===== src/rtl/adcs_pkg.sv =====
package adcs_pkg;
  localparam int BYTE_W = 8;
  localparam int STRAP_W = 2;
  localparam int PREFIX_W = 5;
  localparam int CHAN_W = 3;
  localparam int PWR_W = 2;

  typedef enum logic [2:0] {
    ST_IDLE,
    ST_ADDR,
    ST_ADDR_ACK,
    ST_CMD,
    ST_CMD_ACK,
    ST_TX,
    ST_TX_ACK,
    ST_WAIT
  } slv_state_e;
endpackage


===== src/rtl/adcs_sync_bit.sv =====
module adcs_sync_bit #(
  parameter int   STAGES  = 2,
  parameter logic RST_VAL = 1'b1
) (
  input  logic clk,
  input  logic rst_n,
  input  logic d,
  output logic q
);
  logic [STAGES-1:0] chain_q;

  always_ff @(posedge clk or negedge rst_n) begin
    if (!rst_n) chain_q <= {STAGES{RST_VAL}};
    else        chain_q <= {chain_q[STAGES-2:0], d};
  end

  assign q = chain_q[STAGES-1];
endmodule


===== src/rtl/adcs_bus_events.sv =====
module adcs_bus_events (
  input  logic clk,
  input  logic rst_n,
  input  logic scl_s,
  input  logic sda_s,
  output logic scl_rise,
  output logic scl_fall,
  output logic start_det,
  output logic stop_det
);
  logic scl_q, sda_q;

  always_ff @(posedge clk or negedge rst_n) begin
    if (!rst_n) begin
      scl_q <= 1'b1;
      sda_q <= 1'b1;
    end else begin
      scl_q <= scl_s;
      sda_q <= sda_s;
    end
  end

  assign scl_rise  = scl_s & ~scl_q;
  assign scl_fall  = ~scl_s & scl_q;
  assign start_det = scl_s & scl_q & sda_q & ~sda_s;
  assign stop_det  = scl_s & scl_q & ~sda_q & sda_s;
endmodule


===== src/rtl/adc_cmd_slave.sv =====
module adc_cmd_slave
  import adcs_pkg::*;
#(
  parameter int                    SYNC_STAGES = 2,
  parameter logic [PREFIX_W-1:0]   ADDR_PREFIX = 5'b10010,
  parameter int                    RES_W       = 12
) (
  input  logic               clk,
  input  logic               rst_n,
  input  logic               scl_i,
  input  logic               sda_i,
  output logic               sda_pull_o,
  input  logic [STRAP_W-1:0] strap_i,
  input  logic [RES_W-1:0]   conv_result_i,
  input  logic               conv_done_i,
  output logic               conv_start_o,
  output logic               single_ended_o,
  output logic [CHAN_W-1:0]  chan_o,
  output logic [PWR_W-1:0]   pwr_mode_o
);
  localparam int HI_BITS  = RES_W - BYTE_W;
  localparam int PAD_BITS = BYTE_W - HI_BITS;
  localparam int CNT_W    = $clog2(BYTE_W + 1);
  localparam logic [CNT_W-1:0] CNT_FULL = CNT_W'(BYTE_W);
  localparam logic [CNT_W-1:0] CNT_LAST = CNT_W'(BYTE_W - 1);
  localparam logic [CNT_W-1:0] CNT_CMD4 = CNT_W'(3);

  // line synchronizers
  logic [1:0] raw_lines, sync_lines;
  assign raw_lines = {sda_i, scl_i};
  for (genvar g = 0; g < 2; g++) begin : g_sync
    adcs_sync_bit #(.STAGES(SYNC_STAGES), .RST_VAL(1'b1)) u_sync (
      .clk(clk), .rst_n(rst_n), .d(raw_lines[g]), .q(sync_lines[g]));
  end
  logic scl_s, sda_s;
  assign scl_s = sync_lines[0];
  assign sda_s = sync_lines[1];

  logic scl_rise, scl_fall, start_det, stop_det;
  adcs_bus_events u_events (
    .clk(clk), .rst_n(rst_n), .scl_s(scl_s), .sda_s(sda_s),
    .scl_rise(scl_rise), .scl_fall(scl_fall),
    .start_det(start_det), .stop_det(stop_det));

  // strap latch and result holding register
  logic [STRAP_W-1:0] strap_q;
  logic               strap_ok_q;
  logic [RES_W-1:0]   held_q;

  always_ff @(posedge clk or negedge rst_n) begin
    if (!rst_n) begin
      strap_q    <= '0;
      strap_ok_q <= 1'b0;
    end else if (!strap_ok_q) begin
      strap_q    <= strap_i;
      strap_ok_q <= 1'b1;
    end
  end

  always_ff @(posedge clk or negedge rst_n) begin
    if (!rst_n)           held_q <= '0;
    else if (conv_done_i) held_q <= conv_result_i;
  end

  logic [BYTE_W-1:0] hi_byte, lo_byte, next_byte;
  assign hi_byte = {{PAD_BITS{1'b0}}, held_q[RES_W-1:BYTE_W]};
  assign lo_byte = held_q[BYTE_W-1:0];

  // protocol state
  slv_state_e        state_q, state_d;
  logic [CNT_W-1:0]  cnt_q, cnt_d;
  logic [BYTE_W-1:0] shr_q, shr_d, txsh_q, txsh_d;
  logic              rw_q, rw_d, oe_q, oe_d, bsel_q, bsel_d, cs_q, cs_d;
  logic              sd_q, sd_d;
  logic [CHAN_W-1:0] ch_q, ch_d;
  logic [PWR_W-1:0]  pd_q, pd_d;

  assign next_byte = bsel_q ? lo_byte : hi_byte;

  always_comb begin
    state_d = state_q;
    cnt_d   = cnt_q;
    shr_d   = shr_q;
    txsh_d  = txsh_q;
    rw_d    = rw_q;
    oe_d    = oe_q;
    bsel_d  = bsel_q;
    cs_d    = 1'b0;
    sd_d    = sd_q;
    ch_d    = ch_q;
    pd_d    = pd_q;
    if (start_det) begin
      state_d = ST_ADDR;
      cnt_d   = '0;
      oe_d    = 1'b0;
    end else if (stop_det) begin
      state_d = ST_IDLE;
      cnt_d   = '0;
      oe_d    = 1'b0;
    end else begin
      unique case (state_q)
        ST_ADDR: begin
          if (scl_rise) begin
            shr_d = {shr_q[BYTE_W-2:0], sda_s};
            cnt_d = cnt_q + 1'b1;
          end else if (scl_fall && cnt_q == CNT_FULL) begin
            if (shr_q[BYTE_W-1:1] == {ADDR_PREFIX, strap_q}) begin
              oe_d    = 1'b1;
              rw_d    = shr_q[0];
              state_d = ST_ADDR_ACK;
            end else begin
              state_d = ST_IDLE;
            end
          end
        end
        ST_ADDR_ACK: begin
          if (scl_fall) begin
            cnt_d = '0;
            if (rw_q) begin
              txsh_d  = hi_byte;
              oe_d    = ~hi_byte[BYTE_W-1];
              bsel_d  = 1'b1;
              state_d = ST_TX;
            end else begin
              oe_d    = 1'b0;
              state_d = ST_CMD;
            end
          end
        end
        ST_CMD: begin
          if (scl_rise) begin
            shr_d = {shr_q[BYTE_W-2:0], sda_s};
            cnt_d = cnt_q + 1'b1;
            if (cnt_q == CNT_CMD4) begin
              cs_d = 1'b1;
              sd_d = shr_q[2];
              ch_d = {shr_q[1:0], sda_s};
            end
          end else if (scl_fall && cnt_q == CNT_FULL) begin
            oe_d    = 1'b1;
            pd_d    = shr_q[3:2];
            state_d = ST_CMD_ACK;
          end
        end
        ST_CMD_ACK: begin
          if (scl_fall) begin
            oe_d    = 1'b0;
            cnt_d   = '0;
            state_d = ST_CMD;
          end
        end
        ST_TX: begin
          if (scl_fall) begin
            if (cnt_q == CNT_LAST) begin
              oe_d    = 1'b0;
              state_d = ST_TX_ACK;
            end else begin
              cnt_d  = cnt_q + 1'b1;
              oe_d   = ~txsh_q[BYTE_W-2];
              txsh_d = {txsh_q[BYTE_W-2:0], 1'b0};
            end
          end
        end
        ST_TX_ACK: begin
          if (scl_rise && sda_s) begin
            state_d = ST_WAIT;
          end else if (scl_fall) begin
            cnt_d   = '0;
            txsh_d  = next_byte;
            oe_d    = ~next_byte[BYTE_W-1];
            bsel_d  = ~bsel_q;
            state_d = ST_TX;
          end
        end
        ST_IDLE, ST_WAIT: ;
        default: state_d = ST_IDLE;
      endcase
    end
  end

  always_ff @(posedge clk or negedge rst_n) begin
    if (!rst_n) begin
      state_q <= ST_IDLE;
      cnt_q   <= '0;
      shr_q   <= '0;
      txsh_q  <= '0;
      rw_q    <= 1'b0;
      oe_q    <= 1'b0;
      bsel_q  <= 1'b0;
      cs_q    <= 1'b0;
      sd_q    <= 1'b0;
      ch_q    <= '0;
      pd_q    <= '0;
    end else begin
      state_q <= state_d;
      cnt_q   <= cnt_d;
      shr_q   <= shr_d;
      txsh_q  <= txsh_d;
      rw_q    <= rw_d;
      oe_q    <= oe_d;
      bsel_q  <= bsel_d;
      cs_q    <= cs_d;
      sd_q    <= sd_d;
      ch_q    <= ch_d;
      pd_q    <= pd_d;
    end
  end

  assign sda_pull_o     = oe_q;
  assign conv_start_o   = cs_q;
  assign single_ended_o = sd_q;
  assign chan_o         = ch_q;
  assign pwr_mode_o     = pd_q;

  // assertions
  assert_start_pulse_R5: assert property (@(posedge clk) disable iff (!rst_n)
    conv_start_o |=> !conv_start_o);

  assert_pull_in_low_R3: assert property (@(posedge clk) disable iff (!rst_n)
    $rose(sda_pull_o) |-> !scl_s);

  assert_fields_with_start_R4: assert property (@(posedge clk) disable iff (!rst_n)
    !$stable({single_ended_o, chan_o}) |-> conv_start_o);

  assert_release_for_master_R8: assert property (@(posedge clk) disable iff (!rst_n)
    (state_q == ST_TX_ACK) |-> !sda_pull_o);

  assert_quiet_when_idle_R10: assert property (@(posedge clk) disable iff (!rst_n)
    (state_q == ST_IDLE || state_q == ST_WAIT) |-> !sda_pull_o);
endmodule


===== config.mk =====
export PLATFORM = sky130hd
export DESIGN_NAME = adc_cmd_slave
export DESIGN_NICKNAME = d
export VERILOG_FILES = /design/src/rtl/adcs_pkg.sv /design/src/rtl/adcs_sync_bit.sv /design/src/rtl/adcs_bus_events.sv /design/src/rtl/adc_cmd_slave.sv
export SDC_FILE = /design/constraint.sdc
export NUM_CORES = 1
export LEC_CHECK = 0
export ABC_AREA = 1
export BUFFER_PORTS_ARGS = -buffer_cell sky130_fd_sc_hd__buf_4
export CORE_ASPECT_RATIO = 0.8
export CORE_MARGIN = 10
export CORE_UTILIZATION = 58
export CTS_CLUSTER_DIAMETER = 100
export DETAILED_ROUTE_END_ITERATION = 16
export GPL_TIMING_DRIVEN = 0
export PLACE_DENSITY = 0.79
export SLEW_MARGIN = 20
export SYNTH_ARGS = -nofsm -noshare
export SYNTH_HDL_FRONTEND = slang
export SYNTH_SLANG_ARGS = --single-unit

===== constraint.sdc =====
create_clock -name clk -period 2 [get_ports clk]
set_input_delay 0.3 -clock clk [delete_from_list [all_inputs] [get_ports clk]]
set_output_delay 0.3 -clock clk [all_outputs]
set_load 0.01 [all_outputs]

==> results of run 1 <==
==> synthesized netlist by cell type, types with 3 or more instances <==
cell / n / area [um2]
dfstp_2: 6 / 157.7
nor2_2: 6 / 37.54
dfrtp_1: 47 / 1176
nand2_1: 97 / 364.1
nand2_2: 5 / 31.28
nand3_2: 3 / 30.03
o21ai_1: 12 / 60.06
inv_2: 6 / 22.52
o211ai_1: 3 / 22.52
nand3_1: 27 / 135.1
inv_1: 29 / 108.9
mux2_2: 6 / 67.56
nor2_1: 22 / 82.58
clkbuf_1: 4 / 15.01
o21ai_0: 28 / 140.1
==> power by group <==
group | leakage, uW | internal, uW | switching [uW]
clock | 0.0000687 | 504 | 367
combinational | 0.000697 | 78.0 | 118
sequential | 0.000684 | 1130 | 33.6
total | 0.00145 | 1710 | 518
==> final cells by class <==
cell class | count | area share [%]
Sequential cell | 53 | 44.20
Multi-Input combinational cell | 228 | 37.81
Timing Repair Buffer | 25 | 6.219
Inverter | 35 | 4.353
Tap cell | 57 | 2.363
Clock buffer | 5 | 2.280
Clock inverter | 3 | 2.280
Buffer | 4 | 0.4975
==> routing by layer <==
layer  track usage [%]  wire [um]  vias up
li1                  -          -     1084
met1             23.75       2791      993
met2             22.24       2416       53
met3             3.625        330       10
met4             4.478         82        0
met5                 0          0        -
==> logic make-up (layout without fill, tap and decap cells) <==
family / Yosys count / count (layout) / synth area share, %
flip-flops: 53 / 53 / 50.88
AND/OR/NAND/NOR: 167 / 167 / 28.16
buffers and inverters: 39 / 72 / 5.584
AO/OA/AOI/OAI: 50 / 50 / 11.03
multiplexers: 6 / 6 / 2.577
other: 1 / 1 / 0.1431
XOR/XNOR: 2 / 2 / 0.6684
adder cells (fa/ha/maj): 2 / 2 / 0.9545
==> how the worst max path moves through the flow <==
stage,to,slack (ps),from
4_1_cts,txsh_q[0]$_DFFE_PN0P_,300,u_events.scl_q$_DFF_PN1_
5_1_grt,state_q[1]$_DFFE_PN0P_,100,g_sync[0].u_sync.chain_q[1]$_DFF_PN1_
6_report,txsh_q[0]$_DFFE_PN0P_,270,u_events.scl_q$_DFF_PN1_
2_1_floorplan,txsh_q[1]$_DFFE_PN0P_,580,u_events.scl_q$_DFF_PN1_
3_3_place_gp,txsh_q[1]$_DFFE_PN0P_,330,u_events.scl_q$_DFF_PN1_
3_5_place_dp,txsh_q[0]$_DFFE_PN0P_,310,u_events.scl_q$_DFF_PN1_
==> cell usage in the layout, fill, tap and decap left out, types with 2 or more instances in the layout <==
| cell | count |
|---|---|
| nor3_1 | 2 |
| inv_2 | 6 |
| nand2_1 | 97 |
| xor2_1 | 2 |
| mux2_2 | 6 |
| dfrtp_1 | 47 |
| dfstp_2 | 6 |
| nand2_4 | 2 |
| inv_1 | 29 |
| o21ai_1 | 12 |
| nand2_2 | 5 |
| buf_4 | 25 |
| o211ai_1 | 3 |
| ha_1 | 2 |
| nand3_1 | 27 |
| nor2_1 | 22 |
| nor2_2 | 6 |
| o21ai_0 | 28 |
| nand3_2 | 3 |
| a21oi_4 | 2 |
| a21oi_1 | 2 |
| bufinv_16 | 2 |
| clkbuf_1 | 4 |
| clkbuf_8 | 5 |
==> flip-flops by register name (all words and copies together) (netlist names) <==
name / flops
txsh_q: 7
u_events.sda_q: 1
u_events.scl_q: 1
single_ended_o: 1
sda_pull_o: 1
strap_ok_q: 1
rw_q: 1
pwr_mode_o: 2
state_q: 3
g_sync.u_sync.chain_q: 4
cnt_q: 4
bsel_q: 1
held_q: 12
chan_o: 3
strap_q: 2
conv_start_o: 1
shr_q: 8
==> metrics by stage <==
stage | power, uW | worst slack (ps)
after global routing | 2331 | 104.4
after global placement | 1372 | 327.5
after detailed placement | 1379 | 313.2
after floorplan | 1290 | 576.6
final | 2228 | 274.2
after CTS | 2243 | 301.0
==> results.toml, run 1 <==
[setup_path]
crit_buf_inv = 1
arrival_ps = 1940
crit_type = "reg2reg"
r2r_slack_ps = 270
cpPeakStageDelay_ps = 570
critPathMostFrequentCell = "nand2_1"
reg2reg_from = "u_events.scl_q$_DFF_PN1_"
worstPathRequired_ps = 2210
path_delay_family = "flip-flops"
startpoint_type = "flop"
path_cells = "nand2_1, inv_1, o21ai_1, a21oi_4, nand2_4, nand2_1, nand2_1"
r2r_cells = 7
cp_max_fo = 8
crit_path_top_delay_cell = "dfstp_2"
reg2reg_to = "txsh_q[0]$_DFFE_PN0P_"
path_depth = 7
end_kind = "flop"

[timing]
finalSetupViolCount = 0
finalMaxSlewViolations = 0
finalCritPeriodShare_pct = 86.29
relSlewSlack_pct = 58.59
finClkSkew_ps = 5.347
holdWs_ps = 0.3035
final_hold_viol_count = 0
tightest_slew_ps = 621.1
maxClockFrequency_ghz = 0.5794
fin_tns_setup_ps = 0
rsz0062_at_grt = "false"
min_period_ps = 1726

[routing]
antenna_left = 0
drt-wirelength-per-cell_um = 13.71
route.detailed.drc = 0
wl_um = 5621
first_iter_violations = 176
via_per_inst = 5.220
drtPass1Iterations = 6
vias = 2140

[cells_and_area]
nets = 373
n_antenna_cell = 0
postLayoutCellArea_um2 = 3018
utilization_pct = 70.46
layout-area-overhead-vs-synth_pct = 15.13
finalNonFillerCells = 410
fillers = 342
drive_gt1_share_pct = 20.11
multiInputGateArea_um2 = 1141
regArea_um2 = 1334

[grt]
grt_pass1_vias = 2090
grt_remaining_overflow = 0
grt_usage_pct = 15.92
antenna_found_initial = 0
grt_pass1_wl_um = 9763
grt_max_degree = 54

[synthesis]
seq_area_frac_synth_pct = 50.88
ys_types = 28
async_reset_ff_share_pct = 100.0
syn_inst = 320
ys_warn_count = 0
yosys_most_used_dff = "dfrtp_1"
synth_fp_nets = 341
synth_edf_count = 0
synth-seq-cells = 53
syn-cell-area_um2 = 2621
avgSynthCellArea_um2 = 8.191

[floorplanning]
row_count = 21
die_area_um2 = 7625
die_h_um = 80.13
core_area_um2 = 4283
start_util_pct = 61.20
boundaryPins = 27
die_x_um = 95.16

[job]
maxCapViolCount = 0

[placed_design]
dpl.hpwl_um = 4219
gp_congestion = 0.9250
placed_cells = 402
place_area_um2 = 2880
buffer_ports.inserted = 25

[cts]
h-tree-depth = 2
cts_buffers = 5
cts.sinks = 53
cts.clk_slew.worst_paths_ps = 100
clock_latency_ps = 310
cts_resized = 0
clockBufferDepth = 2
cts_setup_buffers = 0
cts_tree = "yes"
holdBufCountCts = 0
clockRootBuffer = "clkbuf_8"

[pwr]
powerDensity_nw_per_um2 = 738.4
cellLeakagePower_uw = 0.001450
peakVddDrop_mv = 0.5198

[worst_hold_path]
hold_path_class = "in2async"

[run_status]
status = "finished, final reports clean"
No activity file was read; power rests on OpenSTA's default activity.
==> run 2, diff against run 1 <==
--- a/config.mk
+++ b/config.mk
@@ -5,12 +5,10 @@
 export SDC_FILE = /design/constraint.sdc
 export NUM_CORES = 1
 export LEC_CHECK = 0
-export ABC_AREA = 1
 export BUFFER_PORTS_ARGS = -buffer_cell sky130_fd_sc_hd__buf_4
 export CORE_ASPECT_RATIO = 0.8
 export CORE_MARGIN = 10
 export CORE_UTILIZATION = 58
-export CTS_CLUSTER_DIAMETER = 100
 export DETAILED_ROUTE_END_ITERATION = 16
 export GPL_TIMING_DRIVEN = 0
 export PLACE_DENSITY = 0.79
==> run 2 against run 1 <==
Net effect: core utilization decreased by 1.2 points; synthesized area decreased by 5.7%; hold slack improved by 6.3 ps; critical endpoint is now cnt_q[2]$_DFFE_PN0P_; largest cell class unchanged.
==> results.toml, run 2 <==
[cts]
cts.clk_slew.worst_paths_ps = 100
cts_tree = "yes"
clockRootBuffer = "clkbuf_8"
cts.sinks = 53
h-tree-depth = 2
cts_buffers = 5
clock_latency_ps = 300
clockBufferDepth = 2

[cells_and_area]
largest_reg_flops = 12
top_register = "held_q"
reg_top3 = "held_q: 12 flops, shr_q: 8 flops, txsh_q: 7 flops"
finalNonFillerCells = 303
final_cell_mix = "dfrtp_1 (47), mux2_2 (30), buf_4 (28)"
final_common_cell = "dfrtp_1"
nets = 266
multiInputGateArea_um2 = 1082
layout-area-overhead-vs-synth_pct = 16.41
n_antenna_cell = 0
fillers = 332
drive_gt1_share_pct = 34.96
regArea_um2 = 1334

[synthesis]
seq_area_frac_synth_pct = 53.97
synth-seq-cells = 53
yosys_most_used_dff = "dfrtp_1"
yosys-top-cells-count = "dfrtp_1 (47), mux2_2 (30), nand2_1 (17), o21ai_0 (13), nor2_1 (11)"
syn-cell-area_um2 = 2471
async_reset_ff_share_pct = 100.0
yosys.area.top_type = "dfrtp_1"
avgSynthCellArea_um2 = 11.71
syn_inst = 211
ys_types = 52
synth_top_cell_area_share_pct = 47.59
synth_fp_nets = 232
ys_warn_count = 0
yosys-top-cells-area = "dfrtp_1 (48%), mux2_2 (14%), dfstp_2 (6.4%), o21ai_0 (2.6%), nand2_1 (2.6%)"
synth_edf_count = 0
yosysMostFrequentCell = "dfrtp_1"

[routing]
vias = 1734
antenna_left = 0
first_iter_violations = 156
drtPass1Iterations = 4
via_per_inst = 5.723
wl_um = 5021
drt-wirelength-per-cell_um = 16.57
route.detailed.drc = 0

[pwr]
powerDensity_nw_per_um2 = 773.5
peakVddDrop_mv = 0.7092
cellLeakagePower_uw = 0.001324

[setup_path]
arrival_ps = 2100
path_delay_family = "compound AO/OA/AOI/OAI gates"
cpPeakStageDelay_ps = 410
startpoint_type = "flop"
end_kind = "flop"
crit_type = "reg2reg"
crit_buf_inv = 1
cp_max_fo = 6
crit_path_top_delay_cell = "dfrtp_1"
path_cells = "ha_1, and3b_1, clkbuf_2, a22oi_2, o21ai_1, and2_4, a221o_1"
worstPathRequired_ps = 2200

[timing]
final_hold_viol_count = 0
relSlewSlack_pct = 57.21
finalCritPeriodShare_pct = 95.19
min_period_ps = 1904
tightest_slew_ps = 641.9
rsz0062_at_grt = "false"
maxClockFrequency_ghz = 0.5253
finalMaxSlewViolations = 0
finalSetupViolCount = 0
finClkSkew_ps = 7.093
fin_tns_setup_ps = 0

[placed_design]
gp_congestion = 0.9644
dpl.hpwl_um = 3647
buffer_ports.inserted = 26
placed_cells = 294

[floorplanning]
die_h_um = 78.38
core_area_um2 = 4151
row_count = 21
start_util_pct = 59.52
boundaryPins = 27
die_area_um2 = 7287
die_x_um = 92.98

[job]
maxCapViolCount = 0

[run_status]
status = "finished, final reports clean"

[grt]
grt_remaining_overflow = 0
antenna_found_initial = 0
grt_max_degree = 54
grt_usage_pct = 14.27
grt_pass1_vias = 1734
grt_pass1_wl_um = 8424

[worst_hold_path]
hold_path_class = "in2async"
[run 2: cell types whose count changed after synthesis, moves of 5 or more]
cell	previous run	this run
mux2_2	6	30
a21oi_1	2	8
nand3_1	27	2
nand2_1	97	17
inv_2	6	0
nand2_2	5	0
o21ai_1	12	1
nor2_2	6	0
inv_1	29	4
nor2_1	22	11
o21ai_0	28	13
[run 2: kinds of logic after synthesis]
logic type,Yosys count,synth area share [%]
and+or+nand+nor,57,13.27
DFF,53,53.97
AOI/OAI and AO/OA,46,12.61
muxes,33,14.89
buffers and inverters,15,2.683
xor gates and xnor gates,4,1.418
adders and majority gates,2,1.012
other,1,0.1518
[run 2: final timing paths]
| path | startpoint | to | slack (ps) | cells past startpoint |
|---|---|---|---|---|
| worst max-delay path | cnt_q[0]$_DFFE_PN0P_ | cnt_q[2]$_DFFE_PN0P_ | 100 | 7 |
| max in group asynchronous | rst_n | chan_o[0]$_DFFE_PN0P_ | 1560 | 1 |
| min in group clk | scl_i | g_sync[0].u_sync.chain_q[0]$_DFF_PN1_ | 100 | 1 |
| worst max register to register | cnt_q[0]$_DFFE_PN0P_ | cnt_q[2]$_DFFE_PN0P_ | 100 | 7 |
| worst min-delay path | rst_n | state_q[2]$_DFFE_PN0P_ | 7 | 1 |
| worst min register to register | g_sync[0].u_sync.chain_q[0]$_DFF_PN1_ | g_sync[0].u_sync.chain_q[1]$_DFF_PN1_ | 360 | 0 |
[run 2: final cells by class]
cell class	instances	share of cell area (%)
multi-input cells	143	37.63
inverters	4	0.5220
clock inverters	3	1.740
flip-flops and latches	53	46.37
plain buffers	11	1.827
repair buffers	27	7.047
well taps	57	2.479
clock buffers	5	2.392
[run 2: per-stage QoR]
step / power [uW] / utilization (%) / cell area (um2) / worst slack, ps / hold WS [ps]
2_1_floorplan: 1383 / - / 2471 / 215.0 / 4.409
3_3_place_gp: 1471 / 65.94 / 2738 / 59.04 / 345.4
3_5_place_dp: 1485 / 65.94 / 2738 / 27.35 / 347.2
4_1_cts: 2234 / 68.81 / 2856 / 18.17 / 28.83
5_1_grt: 2332 / 69.29 / 2877 / 19.85 / 35.90
6_report: 2225 / 69.29 / 2877 / 96.17 / 6.605
[run 2: what timing repair did]
action                                  4_1_cts  5_1_grt
resized for setup                             0        5
hold buffers                                  0        0
endpoints found under the setup margin        0       10
buffers inserted                              0        1
[run 2: per-layer routing]
| metal | vias up | part of all wire, % | GRT usage, % |
|---|---|---|---|
| met5 | - | 0 | 0 |
| met4 | 0 | 0.56 | 3.385 |
| met3 | 2 | 6.5 | 4.468 |
| met2 | 60 | 44 | 20.70 |
| met1 | 840 | 49 | 20.26 |
| li1 | 832 | - | - |
[run 2: power breakdown]
group          switching [uW]  internal [uW]
logic                     116            132
clock network             367            384
registers                72.8           1150
total                     556           1670
[run 2: worst reg2reg max path, cell delays in order, from the launching register on]
cell and delay (ps):
dfrtp_1 410, ha_1 240, and3b_1 180, clkbuf_2 150, a22oi_2 210, o21ai_1 100
and2_4 180, a221o_1 330
